--- config.mk ---
export PLATFORM = sky130hd
export DESIGN_NAME = colored_sb
export DESIGN_NICKNAME = d
export VERILOG_FILES = /design/src/rtl/sb_pkg.sv /design/src/rtl/sb_fwd_match.sv /design/src/rtl/sb_drain_ctl.sv /design/src/rtl/colored_sb.sv
export SDC_FILE = /design/constraint.sdc
export NUM_CORES = 2
export LEC_CHECK = 0
export CORE_MARGIN = 2
export CORE_UTILIZATION = 40
export DETAILED_ROUTE_END_ITERATION = 10
export GPL_TIMING_DRIVEN = 0
export HOLD_SLACK_MARGIN = 0.06
export PLACE_DENSITY = 0.56
export SKIP_CTS_REPAIR_TIMING = 1
export SYNTH_ARGS = -nofsm -noshare
export SYNTH_HDL_FRONTEND = slang
export SYNTH_SLANG_ARGS = --single-unit
--- constraint.sdc ---
create_clock -name clk -period 53 [get_ports clk]
set_input_delay 10.6 -clock clk [delete_from_list [all_inputs] [get_ports clk]]
set_output_delay 10.6 -clock clk [all_outputs]
set_load 0.005 [all_outputs]
--- src/rtl/sb_pkg.sv ---
package sb_pkg;
  // Distance from the ring head to pointer p, modulo 2*depth.
  // Values below depth lie inside or ahead of the window; the upper half is behind the head.
  function automatic int ring_off(int p_idx, bit p_wrap, int h_idx, bit h_wrap, int depth);
    int d;
    if (p_wrap == h_wrap) d = (p_idx >= h_idx) ? p_idx - h_idx : p_idx - h_idx + 2*depth;
    else                  d = p_idx + depth - h_idx;
    return d;
  endfunction
endpackage

--- src/rtl/sb_fwd_match.sv ---
module sb_fwd_match import sb_pkg::*; #(
  parameter int DEPTH = 12,
  parameter int AW    = 32,
  parameter int DW    = 32,
  parameter int SW    = 2,
  localparam int IXW  = $clog2(DEPTH),
  localparam int IDW  = IXW + 1
) (
  input  logic                clk,
  input  logic                rst_n,
  input  logic [IDW-1:0]      head,
  input  logic [IDW:0]        live_cnt,
  input  logic                ld_valid,
  input  logic [IDW-1:0]      ld_tag,
  input  logic [AW-1:0]       ld_addr,
  input  logic [SW-1:0]       ld_size,
  input  logic [AW-1:0]       e_addr [DEPTH],
  input  logic [DW-1:0]       e_data [DEPTH],
  input  logic [SW-1:0]       e_size [DEPTH],
  input  logic [DEPTH-1:0]    e_aok,
  input  logic [DEPTH-1:0]    e_dok,
  output logic                ld_fwd,
  output logic                ld_block,
  output logic [DW-1:0]       ld_data
);
  logic           found;
  logic [IXW-1:0] best_ix;

  always_comb begin
    int t_off, best_off, h_ix, e_off;
    h_ix     = int'(head[IXW-1:0]);
    t_off    = ring_off(int'(ld_tag[IXW-1:0]), ld_tag[IXW], h_ix, head[IXW], DEPTH);
    found    = 1'b0;
    best_off = 0;
    best_ix  = '0;
    for (int i = 0; i < DEPTH; i++) begin
      e_off = (i >= h_ix) ? i - h_ix : i + DEPTH - h_ix;
      if (e_off < int'(live_cnt) && t_off < DEPTH && e_off <= t_off &&
          e_aok[i] && e_addr[i] == ld_addr && (!found || e_off > best_off)) begin
        found    = 1'b1;
        best_off = e_off;
        best_ix  = IXW'(i);
      end
    end
  end

  wire can_fwd = e_dok[best_ix] && (ld_size <= e_size[best_ix]);
  assign ld_fwd   = ld_valid && found && can_fwd;
  assign ld_block = ld_valid && found && !can_fwd;
  assign ld_data  = e_data[best_ix];


  fwd_block_excl_chk: assert property (@(posedge clk) disable iff (!rst_n)
    !(ld_fwd && ld_block));
endmodule

--- src/rtl/sb_drain_ctl.sv ---
module sb_drain_ctl (
  input  logic clk,
  input  logic rst_n,
  input  logic senior_avail,
  input  logic bus_idle,
  input  logic full,
  input  logic mem_ready,
  output logic mem_valid,
  output logic drain_fire
);
  logic hold;

  assign mem_valid  = senior_avail && (bus_idle || full || hold);
  assign drain_fire = mem_valid && mem_ready;

  always_ff @(posedge clk) begin
    if (!rst_n) hold <= 1'b0;
    else        hold <= mem_valid && !mem_ready;
  end


  drain_hold_chk: assert property (@(posedge clk) disable iff (!rst_n)
    mem_valid && !mem_ready |=> mem_valid);

  drain_start_chk: assert property (@(posedge clk) disable iff (!rst_n)
    !mem_valid |=> !mem_valid || bus_idle || full);
endmodule

--- src/rtl/colored_sb.sv ---
module colored_sb import sb_pkg::*; #(
  parameter int DEPTH = 12,
  parameter int AW    = 32,
  parameter int DW    = 32,
  parameter int SW    = 2,
  localparam int IXW  = $clog2(DEPTH),
  localparam int IDW  = IXW + 1
) (
  input  logic           clk,
  input  logic           rst_n,
  input  logic           alloc_valid,
  output logic           alloc_ready,
  output logic [IDW-1:0] alloc_id,
  output logic [IDW-1:0] last_id,
  input  logic           sta_valid,
  input  logic [IDW-1:0] sta_id,
  input  logic [AW-1:0]  sta_addr,
  input  logic [SW-1:0]  sta_size,
  input  logic           std_valid,
  input  logic [IDW-1:0] std_id,
  input  logic [DW-1:0]  std_data,
  input  logic           retire_valid,
  input  logic           flush,
  input  logic           ld_valid,
  input  logic [IDW-1:0] ld_tag,
  input  logic [AW-1:0]  ld_addr,
  input  logic [SW-1:0]  ld_size,
  output logic           ld_fwd,
  output logic           ld_block,
  output logic [DW-1:0]  ld_data,
  input  logic           bus_idle,
  output logic           mem_valid,
  input  logic           mem_ready,
  output logic [AW-1:0]  mem_addr,
  output logic [DW-1:0]  mem_data,
  output logic [SW-1:0]  mem_size
);
  function automatic logic [IDW-1:0] p_inc(logic [IDW-1:0] p);
    return (int'(p[IXW-1:0]) == DEPTH-1) ? {~p[IXW], {IXW{1'b0}}} : p + 1'b1;
  endfunction
  function automatic logic [IDW-1:0] p_dec(logic [IDW-1:0] p);
    return (p[IXW-1:0] == '0) ? {~p[IXW], IXW'(DEPTH-1)} : p - 1'b1;
  endfunction

  logic [IDW-1:0]   head, sen, tail;
  logic [AW-1:0]    e_addr [DEPTH];
  logic [DW-1:0]    e_data [DEPTH];
  logic [SW-1:0]    e_size [DEPTH];
  logic [DEPTH-1:0] e_aok, e_dok;
  logic [IDW:0]     live_cnt;
  logic             full, drain_fire, alloc_fire, retire_fire;

  assign live_cnt    = (IDW+1)'(ring_off(int'(tail[IXW-1:0]), tail[IXW],
                                         int'(head[IXW-1:0]), head[IXW], DEPTH));
  assign full        = (int'(live_cnt) == DEPTH);
  assign alloc_ready = !full;
  assign alloc_fire  = alloc_valid && !full && !flush;
  assign retire_fire = retire_valid && (sen != tail);
  assign alloc_id    = tail;
  assign last_id     = p_dec(tail);

  wire [IDW-1:0] sen_nxt = retire_fire ? p_inc(sen) : sen;

  always_ff @(posedge clk) begin
    if (!rst_n) begin
      head <= '0; sen <= '0; tail <= '0;
    end else begin
      if (drain_fire) head <= p_inc(head);
      sen <= sen_nxt;
      if (flush)           tail <= sen_nxt;
      else if (alloc_fire) tail <= p_inc(tail);
    end
  end

  always_ff @(posedge clk) begin
    if (!rst_n) begin
      e_aok <= '0;
      e_dok <= '0;
    end else begin
      if (alloc_fire) begin
        e_aok[tail[IXW-1:0]] <= 1'b0;
        e_dok[tail[IXW-1:0]] <= 1'b0;
      end
      if (sta_valid) e_aok[sta_id[IXW-1:0]] <= 1'b1;
      if (std_valid) e_dok[std_id[IXW-1:0]] <= 1'b1;
    end
  end

  always_ff @(posedge clk) begin
    if (sta_valid) begin
      e_addr[sta_id[IXW-1:0]] <= sta_addr;
      e_size[sta_id[IXW-1:0]] <= sta_size;
    end
    if (std_valid) e_data[std_id[IXW-1:0]] <= std_data;
  end

  sb_fwd_match #(.DEPTH(DEPTH), .AW(AW), .DW(DW), .SW(SW)) u_match (
    .clk(clk), .rst_n(rst_n), .head(head), .live_cnt(live_cnt),
    .ld_valid(ld_valid), .ld_tag(ld_tag), .ld_addr(ld_addr), .ld_size(ld_size),
    .e_addr(e_addr), .e_data(e_data), .e_size(e_size), .e_aok(e_aok), .e_dok(e_dok),
    .ld_fwd(ld_fwd), .ld_block(ld_block), .ld_data(ld_data));

  sb_drain_ctl u_drain (
    .clk(clk), .rst_n(rst_n), .senior_avail(head != sen), .bus_idle(bus_idle),
    .full(full), .mem_ready(mem_ready), .mem_valid(mem_valid), .drain_fire(drain_fire));

  assign mem_addr = e_addr[head[IXW-1:0]];
  assign mem_data = e_data[head[IXW-1:0]];
  assign mem_size = e_size[head[IXW-1:0]];


  no_overflow_chk: assert property (@(posedge clk) disable iff (!rst_n)
    alloc_valid && !flush && !alloc_ready |=> $stable(tail));

  senior_only_chk: assert property (@(posedge clk) disable iff (!rst_n)
    mem_valid |-> head != sen);

  drain_addr_stable_chk: assert property (@(posedge clk) disable iff (!rst_n)
    mem_valid && !mem_ready |=> $stable(mem_addr));

  flush_keep_senior_chk: assert property (@(posedge clk) disable iff (!rst_n)
    flush && !retire_valid |=> tail == $past(sen));
endmodule

==> results.txt <==
* Library cell with the highest instance count after synthesis: sky130_fd_sc_hd__edfxtp_1
- First-pass GRT wire length: 260900 microns
- Max Root-Sink Buffers: 3
- Along the worst path, the maximum fanout reaches 12.
* Clock tree from TritonCTS: yes
* Post-Place Cell Area: 54750 sq um
* Met1 Usage GRT: between 40% and 50%
- Cell types occupying the most area after synthesis: sky130_fd_sc_hd__edfxtp_1 48%, sky130_fd_sc_hd__mux4_2 9.1%, sky130_fd_sc_hd__ha_1 6.6%
- Headroom to the max-slew limit came out at -6.186%.
* Layout cell share with drive strength beyond 1: 14.55%
- Dividing the detail-routed wire length by the instance count gives 31.76 microns.
- Overall routed net length: 187900 microns
* Count of routing violations after the opening detailed-route iteration: about 4.9k
- The clock drives ~830 sinks.
* Worst path required time: 42.40 ns
- The final max-slew violation count came to 2.
- Critical path class: primary input to output port
- For this design the total switching power over the nets is 0.0004350 W.
- For this run, design rule violations remaining after detail routing come to 0.
- The routed layout has approximately 36k vias.
* Routability-driven placement congestion ratio: 1.004
- Class of the most critical hold timing path: flip-flop to flip-flop
- Max-cap violations: 1
- After synthesis, the largest area contributor takes up 48.45% of total cell area.
- From synthesis to final layout, the design area changed by 18.04%.
* Synth async-reset ratio: 0%
* Maximum number of pins on one net before global-route repair: 21
- Count of boundary I/O pins: around 240
- Counting flops with a built-in enable in the synthesized netlist gives just under 800.
- In this design, the critical path's most frequently occurring cell is sky130_fd_sc_hd__o21a_1.
- Power per cell area: 28.48 nW/um^2
* Number of flip-flops and latches in the synthesized netlist: approximately 830
- Number of optimization iterations in the first detailed-route pass: 6
* Core ar.: between 100000 and 150000 sq um
* Total of warnings raised by yosys: 0
* Top flip-flop cell by instance count after synthesis: sky130_fd_sc_hd__edfxtp_1
- In this run, flip-flops and latches consume 45.0% of the power.
- Summing every instance area after synthesis gives 49090 sq um.
- The internal portion of the total power is between 0.001 and 0.0015 W.
* Post-Synthesis Mean Instance Area: 12.93 sq um
- Synthesized-area fraction occupied by adder cells: 6.780%
- Signal arrival time at the worst endpoint: 40.66 ns
- Across the VDD grid, the largest voltage drop is 24.22 uV.
* Detailed placement HPWL: ~140000 microns
- Of the total synthesized cell area, the portion taken by XOR and XNOR cells is under 10%.
* Delay of the slowest critical-path stage: 0.69 ns
- Post-Synthesis Cells: 3795
- Global routing consumed, on the met2 layer, around 45% of the routing resources.
* Share of power burned in combinational logic: between 10% and 20%
- Full die area: about 130000 sq um
- Number of global-route vias before repair: 34.26k
- Total negative slack: 0 ns
- The number of antenna violations at the first check in global routing is 20.
- The analysis attributes to cell leakage a power of around 20 nW.
- The H-tree was split into 3 levels.
- The commonest cells after synthesis are 792 x sky130_fd_sc_hd__edfxtp_1, 258 x sky130_fd_sc_hd__ha_1, 256 x sky130_fd_sc_hd__mux2i_1, 235 x sky130_fd_sc_hd__nand2_1, 213 x sky130_fd_sc_hd__xnor2_1.
- The checks that failed: capacitance limit, slew limit.
- Maximum clock frequency: 0.01951 GHz
- The synthesized netlist devotes 8.027% of its cell area to compound gates.
- The synthesized netlist devotes 8.883% of its cell area to simple gates.
- Total count of hold-check failures in the final report: 0
- In the global route stage, met3 resource usage came out at 5.352%.
- Type of element capturing the critical path: output port
- In this run the clock root is driven by a sky130_fd_sc_hd__clkbuf_16.
- Clock share of power: 39.9%
* Total clock buffers created by CTS: 90
- By area, the combinational part of the netlist is dominated by multiplexers.
* Num rows: between 100 and 150
* Switching power as a share of total power: between 20% and 30%
- After routing the design area is 57940 sq um.
- At the end of the flow, the number of nets in the layout was 4593.
- Global routing consumed, over all layers together, 29.29% of the routing resources.
* Critical Path Slowest Stage Cell: sky130_fd_sc_hd__nor2_2
- Portion of the post-synthesis area used by sequential elements: 50.08%
* Clock-pin slew of the registers on the worst-case setup and hold paths: approximately 0.060 ns
- Setup repair after global routing left no endpoint under its margin.
- Multiplexer share of the synthesized area: 16.22%
- Worst-skew pair later-pin latency: 0.68 ns
- Distinct cell type count of the synthesized netlist: roughly 110
- Highest-utilization routing layer at the global route stage: met2
* Effective utilization at floorplan: 40.33%
* Vertical die dimension: about 350 microns
- The worst path needs 51.26 ns of the cycle, external delays included.
* Actual slew at the worst max-slew pin: 1.578 ns
* Port Buffer Count: about 230
- Summed over all layers, the global routing overflow is 0.
* Clock skew after layout: 0.01998 ns
* Die Span X: 354.3 microns
* Area leader, netlist: sky130_fd_sc_hd__edfxtp_1
- Run status: finished, violations left
- Per-cell via count in the routed design: 6.066
- Tcrit/Tclk final: 96.72%
- The layout has 10.88k filler cells.
- Setup violations remaining at the end of the flow were counted as 0.
- Startpoint type of the worst setup path: primary input
* Antenna-violating nets left: 0
## layout make-up
type / count / area, sq um / area share (%)
diodes: 8 / 20.02 / 0.03455
plain buffers: 188 / 905.9 / 1.563
clock buffers: 104 / 2369 / 4.088
clock inverters: 66 / 691.9 / 1.194
inverters: 76 / 285.3 / 0.4923
multi-input cells: 2713 / 23640 / 40.80
flip-flops and latches: 832 / 24580 / 42.43
well taps: 1625 / 2033 / 3.509
repair buffers: 304 / 3415 / 5.893
## worst max-delay path: cells and delay by family
kind            cells  cell delay, ns
buf+inv            17            4.25
compound gates     73           14.38
mux                 4            1.33
simple gates       35            5.90
fa+ha+maj          15            4.07
## final timing paths
kind	from	end	slack, ns	depth (start not counted)
max reg2reg	head[1]	head[4]	46.60	17
max	ld_tag[0]	ld_fwd	1.74	144
min	e_dok[4]	e_dok[4]	0.51	2
min reg2reg	e_dok[4]	e_dok[4]	0.51	2
## cell usage in the layout, fill, tap and decap left out, types with 74 or more instances in the layout
cell | netlist | layout
sky130_fd_sc_hd__nand3_1 | 80 | 79
sky130_fd_sc_hd__nor2_1 | 199 | 178
sky130_fd_sc_hd__edfxtp_1 | 792 | 792
sky130_fd_sc_hd__o21ai_0 | 128 | 126
sky130_fd_sc_hd__mux4_2 | 198 | 198
sky130_fd_sc_hd__a21oi_1 | 171 | 167
sky130_fd_sc_hd__xor2_1 | 208 | 208
sky130_fd_sc_hd__clkdlybuf4s50_1 | 0 | 233
sky130_fd_sc_hd__nand4_1 | 80 | 80
sky130_fd_sc_hd__inv_1 | 74 | 74
sky130_fd_sc_hd__mux2i_1 | 256 | 256
sky130_fd_sc_hd__xnor2_1 | 213 | 212
sky130_fd_sc_hd__ha_1 | 258 | 258
sky130_fd_sc_hd__clkbuf_1 | 70 | 78
sky130_fd_sc_hd__nand2_1 | 235 | 235
sky130_fd_sc_hd__clkbuf_16 | 0 | 93
## flip-flops by register name, summed over array words and instances, names as in the netlist
name,cells
e_addr,384
e_data,384
e_size,24
e_aok,12
e_dok,12
alloc_id,5
head,5
sen,5
u_drain.hold,1
## power groups by stage
stage                     Sequential, W  Clock (W)  Combinational [W]
after floorplan                0.000754          0           0.000133
after global placement         0.000758          0           0.000234
after detailed placement       0.000757          0           0.000242
after CTS                      0.000743   0.000661           0.000243
after global routing           0.000744   0.000688           0.000262
final                          0.000743   0.000659           0.000248
## stage by stage
stage,total power [W],hold WS (ns),setup WS [ns],instances,util [%]
global route,0.001694,0.5317,0.02818,5912,47.60
CTS,0.001647,0.5127,-0.09666,5906,47.49
finish,0.001650,0.5117,1.739,5916,47.60
detailed placement,0.0009986,0.4986,0.03833,5736,44.98
global placement,0.0009914,0.4902,0.06096,5668,43.96
floorplan,0.0008865,0.4703,6.885,3810,-
## cell families (layout without fill, tap and decap cells)
logic type / Yosys count / after routing
XOR/XNOR: 423 / 423
multiplexers: 536 / 536
flip-flops: 832 / 832
AO/OA/AOI/OAI: 601 / 601
adder cells (fa/ha/maj): 263 / 263
AND/OR/NAND/NOR: 874 / 874
buffers and inverters: 265 / 738
other: 1 / 24
## layer usage
layer  wire length [microns]  part of all wire (%)
met1                   77330                    41
met2                   84330                    45
met3                   17720                   9.4
met4                    8407                   4.5
met5                      92                 0.049
Power figures use the tool's default switching activity.
